`config.mk`:
```
export PLATFORM = sky130hd
export DESIGN_NAME = wt_snoop_inval
export DESIGN_NICKNAME = d
export VERILOG_FILES = /design/src/rtl/wtsnp_pkg.sv /design/src/rtl/wtsnp_region.sv /design/src/rtl/wtsnp_filter.sv /design/src/rtl/wtsnp_tagstore.sv /design/src/rtl/wtsnp_match.sv /design/src/rtl/wtsnp_counter.sv /design/src/rtl/wt_snoop_inval.sv
export SDC_FILE = /design/constraint.sdc
export NUM_CORES = 1
export LEC_CHECK = 0
export ABC_AREA = 1
export BUFFER_PORTS_ARGS = -buffer_cell sky130_fd_sc_hd__clkbuf_2
export CAP_MARGIN = 15
export CORE_MARGIN = 3
export CORE_UTILIZATION = 55
export CTS_CLUSTER_DIAMETER = 30
export DETAILED_ROUTE_END_ITERATION = 10
export PLACE_DENSITY = 0.71
export SKIP_CTS_REPAIR_TIMING = 1
export SYNTH_ARGS = -nofsm -noshare
export SYNTH_HDL_FRONTEND = slang
export SYNTH_SLANG_ARGS = --single-unit
```
`constraint.sdc`:
```
create_clock -name clk -period 2.6 [get_ports clk]
set_clock_uncertainty 0.2 [all_clocks]
set_input_delay 0.39 -clock clk [delete_from_list [all_inputs] [get_ports clk]]
set_output_delay 0.39 -clock clk [all_outputs]
set_load 0.01 [all_outputs]
```
`src/rtl/wtsnp_pkg.sv`:
```
package wtsnp_pkg;
   // Classification of one observed bus cycle
   typedef enum logic [1:0] {
      SNP_IDLE     = 2'd0,
      SNP_OWN      = 2'd1,
      SNP_UNCACHED = 2'd2,
      SNP_FOREIGN  = 2'd3
   } snp_kind_e;
endpackage

```
`src/rtl/wtsnp_region.sv`:
```
// Decides whether an address lies outside the shared non-cacheable window.
module wtsnp_region #(
   parameter int ADDR_W    = 12,
   parameter int NC_W      = 2,
   parameter int NC_PREFIX = 3
) (
   input  logic [ADDR_W-1:0] addr,
   output logic              cacheable
);
   generate
      if (NC_W == 0) begin : g_all_cached
         logic unused_addr;
         assign unused_addr = ^addr;
         assign cacheable   = 1'b1;
      end else begin : g_window
         localparam logic [NC_W-1:0] PREFIX = NC_W'(NC_PREFIX);
         assign cacheable = (addr[ADDR_W-1 -: NC_W] != PREFIX);
      end
   endgenerate
endmodule

```
`src/rtl/wtsnp_filter.sv`:
```
// Sorts a bus cycle into idle, own, uncached or foreign.
module wtsnp_filter
   import wtsnp_pkg::*;
#(
   parameter int ADDR_W    = 12,
   parameter int MID_W     = 2,
   parameter int LOCAL_ID  = 1,
   parameter int NC_W      = 2,
   parameter int NC_PREFIX = 3
) (
   input  logic              valid,
   input  logic [MID_W-1:0]  mid,
   input  logic [ADDR_W-1:0] addr,
   output snp_kind_e         kind,
   output logic              act
);
   localparam logic [MID_W-1:0] OWN_ID = MID_W'(LOCAL_ID);

   logic cacheable;

   wtsnp_region #(
      .ADDR_W   (ADDR_W),
      .NC_W     (NC_W),
      .NC_PREFIX(NC_PREFIX)
   ) u_rgn (
      .addr     (addr),
      .cacheable(cacheable)
   );

   always_comb begin
      if (!valid)             kind = SNP_IDLE;
      else if (mid == OWN_ID) kind = SNP_OWN;
      else if (!cacheable)    kind = SNP_UNCACHED;
      else                    kind = SNP_FOREIGN;
   end

   assign act = (kind == SNP_FOREIGN);
endmodule

```
`src/rtl/wtsnp_tagstore.sv`:
```
// Valid and tag storage with two read ports, one fill port and one
// per-way invalidate port. A fill to a slot wins over a clear of it.
module wtsnp_tagstore #(
   parameter int WAYS  = 2,
   parameter int IDX_W = 3,
   parameter int TAG_W = 7,
   parameter int WAY_W = 1
) (
   input  logic                        clk,
   input  logic                        rst_n,
   input  logic                        fill_en,
   input  logic [WAY_W-1:0]            fill_way,
   input  logic [IDX_W-1:0]            fill_idx,
   input  logic [TAG_W-1:0]            fill_tag,
   input  logic [WAYS-1:0]             kill_vec,
   input  logic [IDX_W-1:0]            kill_idx,
   input  logic [IDX_W-1:0]            a_idx,
   output logic [WAYS-1:0]             a_vld,
   output logic [WAYS-1:0][TAG_W-1:0]  a_tag,
   input  logic [IDX_W-1:0]            b_idx,
   output logic [WAYS-1:0]             b_vld,
   output logic [WAYS-1:0][TAG_W-1:0]  b_tag
);
   localparam int SETS = 1 << IDX_W;

   genvar w;
   generate
      for (w = 0; w < WAYS; w++) begin : g_way
         logic [SETS-1:0]            vld_q;
         logic [SETS-1:0][TAG_W-1:0] tag_q;
         logic                       sel_fill;
         logic                       sel_kill;

         assign sel_fill = fill_en && (fill_way == WAY_W'(w));
         assign sel_kill = kill_vec[w];

         always_ff @(posedge clk) begin
            if (!rst_n) begin
               vld_q <= '0;
            end else begin
               if (sel_fill) begin
                  vld_q[fill_idx] <= 1'b1;
               end
               if (sel_kill && !(sel_fill && (fill_idx == kill_idx))) begin
                  vld_q[kill_idx] <= 1'b0;
               end
            end
         end

         always_ff @(posedge clk) begin
            if (sel_fill) begin
               tag_q[fill_idx] <= fill_tag;
            end
         end

         assign a_vld[w] = vld_q[a_idx];
         assign a_tag[w] = tag_q[a_idx];
         assign b_vld[w] = vld_q[b_idx];
         assign b_tag[w] = tag_q[b_idx];
      end
   endgenerate
endmodule

```
`src/rtl/wtsnp_match.sv`:
```
// Per-way tag comparator.
module wtsnp_match #(
   parameter int WAYS  = 2,
   parameter int TAG_W = 7
) (
   input  logic [WAYS-1:0]            vld,
   input  logic [WAYS-1:0][TAG_W-1:0] tag,
   input  logic [TAG_W-1:0]           cmp_tag,
   output logic [WAYS-1:0]            hit_vec
);
   genvar w;
   generate
      for (w = 0; w < WAYS; w++) begin : g_cmp
         assign hit_vec[w] = vld[w] && (tag[w] == cmp_tag);
      end
   endgenerate
endmodule

```
`src/rtl/wtsnp_counter.sv`:
```
module wtsnp_counter #(
   parameter int CNT_W = 16
) (
   input  logic             clk,
   input  logic             rst_n,
   input  logic             inc,
   output logic [CNT_W-1:0] count
);
   always_ff @(posedge clk) begin
      if (!rst_n)   count <= '0;
      else if (inc) count <= count + 1'b1;
   end
endmodule

```
`src/rtl/wt_snoop_inval.sv`:
```
module wt_snoop_inval
   import wtsnp_pkg::*;
#(
   parameter int ADDR_W    = 12,
   parameter int OFFS_W    = 2,
   parameter int IDX_W     = 3,
   parameter int WAYS      = 2,
   parameter int MID_W     = 2,
   parameter int LOCAL_ID  = 1,
   parameter int NC_W      = 2,
   parameter int NC_PREFIX = 3,
   parameter int CNT_W     = 16,
   localparam int WAY_W    = (WAYS > 1) ? $clog2(WAYS) : 1
) (
   input  logic              clk,
   input  logic              rst_n,
   input  logic              bus_wr_valid,
   input  logic [MID_W-1:0]  bus_wr_mid,
   input  logic [ADDR_W-1:0] bus_wr_addr,
   input  logic              lcl_rd_valid,
   input  logic [ADDR_W-1:0] lcl_rd_addr,
   output logic              lcl_rd_hit,
   input  logic              fill_valid,
   input  logic [ADDR_W-1:0] fill_addr,
   input  logic [WAY_W-1:0]  fill_way,
   output logic [CNT_W-1:0]  inv_count
);
   localparam int TAG_W  = ADDR_W - IDX_W - OFFS_W;
   localparam int LINE_W = ADDR_W - OFFS_W;

   generate
      if (OFFS_W < 0 || IDX_W < 1 || TAG_W < 1) begin : g_bad_split
         $error("address split leaves no room for a tag");
      end
      if (WAYS < 1) begin : g_bad_ways
         $error("WAYS must be at least 1");
      end
      if (NC_W < 0 || NC_W > TAG_W) begin : g_bad_nc
         $error("non-cacheable window must lie inside the tag");
      end
      if (LOCAL_ID < 0 || LOCAL_ID >= (1 << MID_W)) begin : g_bad_id
         $error("LOCAL_ID does not fit in MID_W bits");
      end
      if (CNT_W < 1) begin : g_bad_cnt
         $error("CNT_W must be at least 1");
      end
   endgenerate

   // Field split
   logic [IDX_W-1:0]  bus_idx, lcl_idx, fill_idx;
   logic [TAG_W-1:0]  bus_tag, lcl_tag, fill_tag;
   logic [LINE_W-1:0] bus_line, lcl_line, fill_line;

   assign bus_idx   = bus_wr_addr[OFFS_W +: IDX_W];
   assign lcl_idx   = lcl_rd_addr[OFFS_W +: IDX_W];
   assign fill_idx  = fill_addr[OFFS_W +: IDX_W];
   assign bus_tag   = bus_wr_addr[ADDR_W-1 -: TAG_W];
   assign lcl_tag   = lcl_rd_addr[ADDR_W-1 -: TAG_W];
   assign fill_tag  = fill_addr[ADDR_W-1 -: TAG_W];
   assign bus_line  = bus_wr_addr[ADDR_W-1 -: LINE_W];
   assign lcl_line  = lcl_rd_addr[ADDR_W-1 -: LINE_W];
   assign fill_line = fill_addr[ADDR_W-1 -: LINE_W];

   generate
      if (OFFS_W > 0) begin : g_offs
         logic unused_offs;
         assign unused_offs = ^{bus_wr_addr[OFFS_W-1:0], lcl_rd_addr[OFFS_W-1:0],
                                fill_addr[OFFS_W-1:0]};
      end
   endgenerate

   // Bus cycle classification
   snp_kind_e snp_kind;
   logic      snp_act;

   wtsnp_filter #(
      .ADDR_W   (ADDR_W),
      .MID_W    (MID_W),
      .LOCAL_ID (LOCAL_ID),
      .NC_W     (NC_W),
      .NC_PREFIX(NC_PREFIX)
   ) u_flt (
      .valid(bus_wr_valid),
      .mid  (bus_wr_mid),
      .addr (bus_wr_addr),
      .kind (snp_kind),
      .act  (snp_act)
   );

   // Fill qualification
   logic fill_cacheable;
   logic fill_do;

   wtsnp_region #(
      .ADDR_W   (ADDR_W),
      .NC_W     (NC_W),
      .NC_PREFIX(NC_PREFIX)
   ) u_fill_rgn (
      .addr     (fill_addr),
      .cacheable(fill_cacheable)
   );

   assign fill_do = fill_valid && fill_cacheable && !(snp_act && (fill_line == bus_line));

   // Tag store and comparators
   logic [WAYS-1:0]            lcl_vld, snp_vld;
   logic [WAYS-1:0][TAG_W-1:0] lcl_tags, snp_tags;
   logic [WAYS-1:0]            lcl_hit_vec, snp_hit_vec, kill_vec;
   logic                       snp_inv_evt;

   wtsnp_tagstore #(
      .WAYS (WAYS),
      .IDX_W(IDX_W),
      .TAG_W(TAG_W),
      .WAY_W(WAY_W)
   ) u_store (
      .clk     (clk),
      .rst_n   (rst_n),
      .fill_en (fill_do),
      .fill_way(fill_way),
      .fill_idx(fill_idx),
      .fill_tag(fill_tag),
      .kill_vec(kill_vec),
      .kill_idx(bus_idx),
      .a_idx   (lcl_idx),
      .a_vld   (lcl_vld),
      .a_tag   (lcl_tags),
      .b_idx   (bus_idx),
      .b_vld   (snp_vld),
      .b_tag   (snp_tags)
   );

   wtsnp_match #(.WAYS(WAYS), .TAG_W(TAG_W)) u_lcl_cmp (
      .vld    (lcl_vld),
      .tag    (lcl_tags),
      .cmp_tag(lcl_tag),
      .hit_vec(lcl_hit_vec)
   );

   wtsnp_match #(.WAYS(WAYS), .TAG_W(TAG_W)) u_snp_cmp (
      .vld    (snp_vld),
      .tag    (snp_tags),
      .cmp_tag(bus_tag),
      .hit_vec(snp_hit_vec)
   );

   assign kill_vec    = snp_act ? snp_hit_vec : '0;
   assign snp_inv_evt = |kill_vec;

   // The snoop wins a same-line collision with a local read
   assign lcl_rd_hit = lcl_rd_valid && (|lcl_hit_vec) && !(snp_act && (lcl_line == bus_line));

   wtsnp_counter #(.CNT_W(CNT_W)) u_cnt (
      .clk  (clk),
      .rst_n(rst_n),
      .inc  (snp_inv_evt),
      .count(inv_count)
   );
endmodule

```
==> impl_metrics.tcl <==
set metrics [dict create \
    yosysWarnings 0 \
    fin_nets 1342 \
    grt-ovfl-total 0 \
    firstDrtPassIters 5 \
    syn_inst 1198 \
    synth-xor-area-share_pct 2.080 \
    critical_path_class "reg2out" \
    worst_slack_ns -0.1369 \
    status "complete, but fails checks" \
    min_path_type "in2reg" \
    max_slew_margin_pct 58.16 \
    antenna_found_initial 0 \
    cts-root-buf "clkbuf_16" \
    via_per_inst 5.483 \
    hold_start "rst_n" \
    worstPathRequired_ns 2.01 \
    worst_pin_slew_ns 0.6270 \
    dominantRegCellSynth "edfxtp_1" \
    clk_latency_ns 0.43 \
    fp.dieArea_mm2 0.01764 \
    routed_wl_um 26360 \
    clkSinkCount 144 \
    synth.top_cell.area_share_pct 38.03 \
    yosysSeqAreaShare_pct 45.27 \
    synth_most_common_cell "nand2_1" \
    yosysTopAreaCell "edfxtp_1" \
    regArea_mm2 0.004005 \
    ys_types 38 \
    synth_area_per_cell_um2 7.383 \
    place.gp.congestion 0.9911 \
    synthArstFlopShare_pct 0 \
    setup_violations 1 \
    cts-htree-levels 4 \
    synth-simple-area-share_pct 29.18 \
    grt_max_degree 42 \
    layout-drive-gt1-share_pct 15.42 \
    dp_cells 1487 \
    end_kind "primary output" \
    track_usage_pct 30.07 \
    clk_path_buf_depth 2 \
    finalHoldViolations 0 \
    hpwlAfterDp_um 18510 \
    synthTopCellsByCount "nand2_1 (338), inv_1 (206), edfxtp_1 (112), nand3_1 (101), nor2_1 (97)" \
    p_leak_uw 0.005068 \
    cap_violations 0 \
    crit_start "u_store.g_way[0].tag_q[5]$_DFFE_PP_" \
    min_period_ns 2.737 \
    rsz0062_at_grt "true" \
    peakVddDrop_mv 0.4552 \
    critPathLaunchType "flop" \
    start_util_pct 57.12 \
    reg2reg_slack_ns 0.28 \
    fin_crit_sh_pct 105.3 \
    core_area_mm2 0.01548 \
    dr.first_iter.drc_count 876 \
    drt-wirelength-per-cell_um 17.33 \
    multi_input_area_mm2 0.003705 \
    cts_made_buffers 17 \
    grt_pass1_vias 7607 \
    rows 45 \
    tritoncts "built" \
    final_cells 1521 \
    cp.arrival_ns 2.15 \
    syn_area_mm2 0.008845 \
    p_per_area_mw_per_mm2 546.7 \
    syn2layout_area_growth_pct 20.67 \
    clock.fmax_mhz 365.4 \
    power_uw 5835 \
    netlist_top_cells_area "edfxtp_1 (38%), nand2_1 (14%), inv_1 (8.7%), dfxtp_1 (7.2%), nand3_1 (5.7%)" \
    pin_count 61 \
    antenna_left 0 \
    grt_pass1_wl_um 40880 \
    r2r_start "u_store.g_way[0].tag_q[31]$_DFFE_PP_" \
    violations "setup timing" \
    synth_mux_area_share_pct 0.1132 \
    clkTransAtPathRegs_ns 0.06 \
    n_antenna_cell 0 \
    dieWidth_um 132.8 \
    cp_max_fo 2 \
    port_buffers 54 \
    synth-edff-count 112 \
    synthAdderAreaFrac_pct 0.1415 \
    synth_compound_area_share_pct 10.28 \
    die_h_um 132.8 \
    finalCoreUtilization_pct 68.93 \
    drcViolationCount 0 \
    vias 8339 \
    drv_slew 0 \
    syn_nets 1243 \
    synth_top_family_by_area "simple AND/OR/NAND/NOR gates" \
    synth.ff_latch_count 144 \
    nFillCells 1275 \
]
report_power, final:
group	leakage [uW]	internal, uW	total [uW]	switching (uW)
combinational	0.00350	295	813	518
sequential	0.00127	2510	2530	12.6
clock	0.000302	1500	2500	999
state kept, by name, summed over array words and instances, names as in the netlist:
register             count
u_cnt.count             16
u_store.g_way.vld_q     16
u_store.g_way.tag_q    112
logic make-up after synthesis:
kind of cell / count (synthesis)
xor+xnor: 21
fa+ha+maj: 1
flops: 144
compound gates: 164
simple gates: 598
mux: 1
buf+inv: 269
final timing paths:
check | endpoint | cells past startpoint
worst max-delay path | lcl_rd_hit | 12
worst min-delay path | u_cnt.count[0]$_SDFFE_PN0P_ | 4
worst max register to register | u_store.g_way[0].vld_q[0]$_SDFF_PN0_ | 15
worst min register to register | u_cnt.count[6]$_SDFFE_PN0P_ | 2
stage by stage:
step                instance area (um2)  TNS (ns)  hold WS [ns]  worst slack, ns
detailed placement                10030    -1.756        0.3136          -0.1008
CTS                               10630  -0.09069        0.1792         -0.09069
floorplan                          8845         0        0.2889           0.2450
finish                            10670   -0.1369        0.2048          -0.1369
global placement                  10030    -1.032        0.3022         -0.07170
global route                      10670   -0.3210        0.2177          -0.3210
layout make-up:
type | count | share of cell area, %
clock buffer | 22 | 4.760
sequential | 144 | 37.53
multi-input combinational | 785 | 34.71
timing repair buffer | 137 | 12.15
clock inverter | 10 | 0.8793
inverter | 212 | 7.503
tap | 211 | 2.474
per-layer routing:
layer / vias to the layer above / GRT usage [%] / wire (um)
met5: - / 0 / 0
met4: 0 / 11.84 / 748
met3: 56 / 5.437 / 2753
met2: 456 / 48.25 / 12240
met1: 3788 / 40.62 / 10620
li1: 4039 / - / -
layout by cell type, fill, tap and decap left out, types with 7 or more instances in the layout:
master / Yosys / final
a21oi_1: 75 / 75
a21oi_2: 7 / 7
buf_12: 1 / 32
buf_4: 4 / 51
clkbuf_16: 0 / 20
clkbuf_2: 0 / 51
dfxtp_1: 32 / 31
edfxtp_1: 112 / 112
inv_1: 206 / 204
nand2_1: 338 / 336
nand3_1: 101 / 101
nand4_1: 24 / 24
nor2_1: 97 / 96
nor3_1: 19 / 19
o211ai_1: 18 / 18
o21ai_0: 59 / 55
xnor2_1: 11 / 11
xor2_1: 10 / 10
critical path, cell delays in order, from the launching register on:
cell      delay, ns
edfxtp_1       0.39
o21ai_0        0.29
nand2_1        0.12
nand2_1        0.08
nand2_1        0.07
nand2_1        0.06
nand2_1        0.04
nor2_1         0.11
nand2_1        0.07
nor2_1         0.13
nor2_1         0.05
nor2_1         0.15
buf_2          0.16
Note: power is estimated with default switching activity, not from simulation.
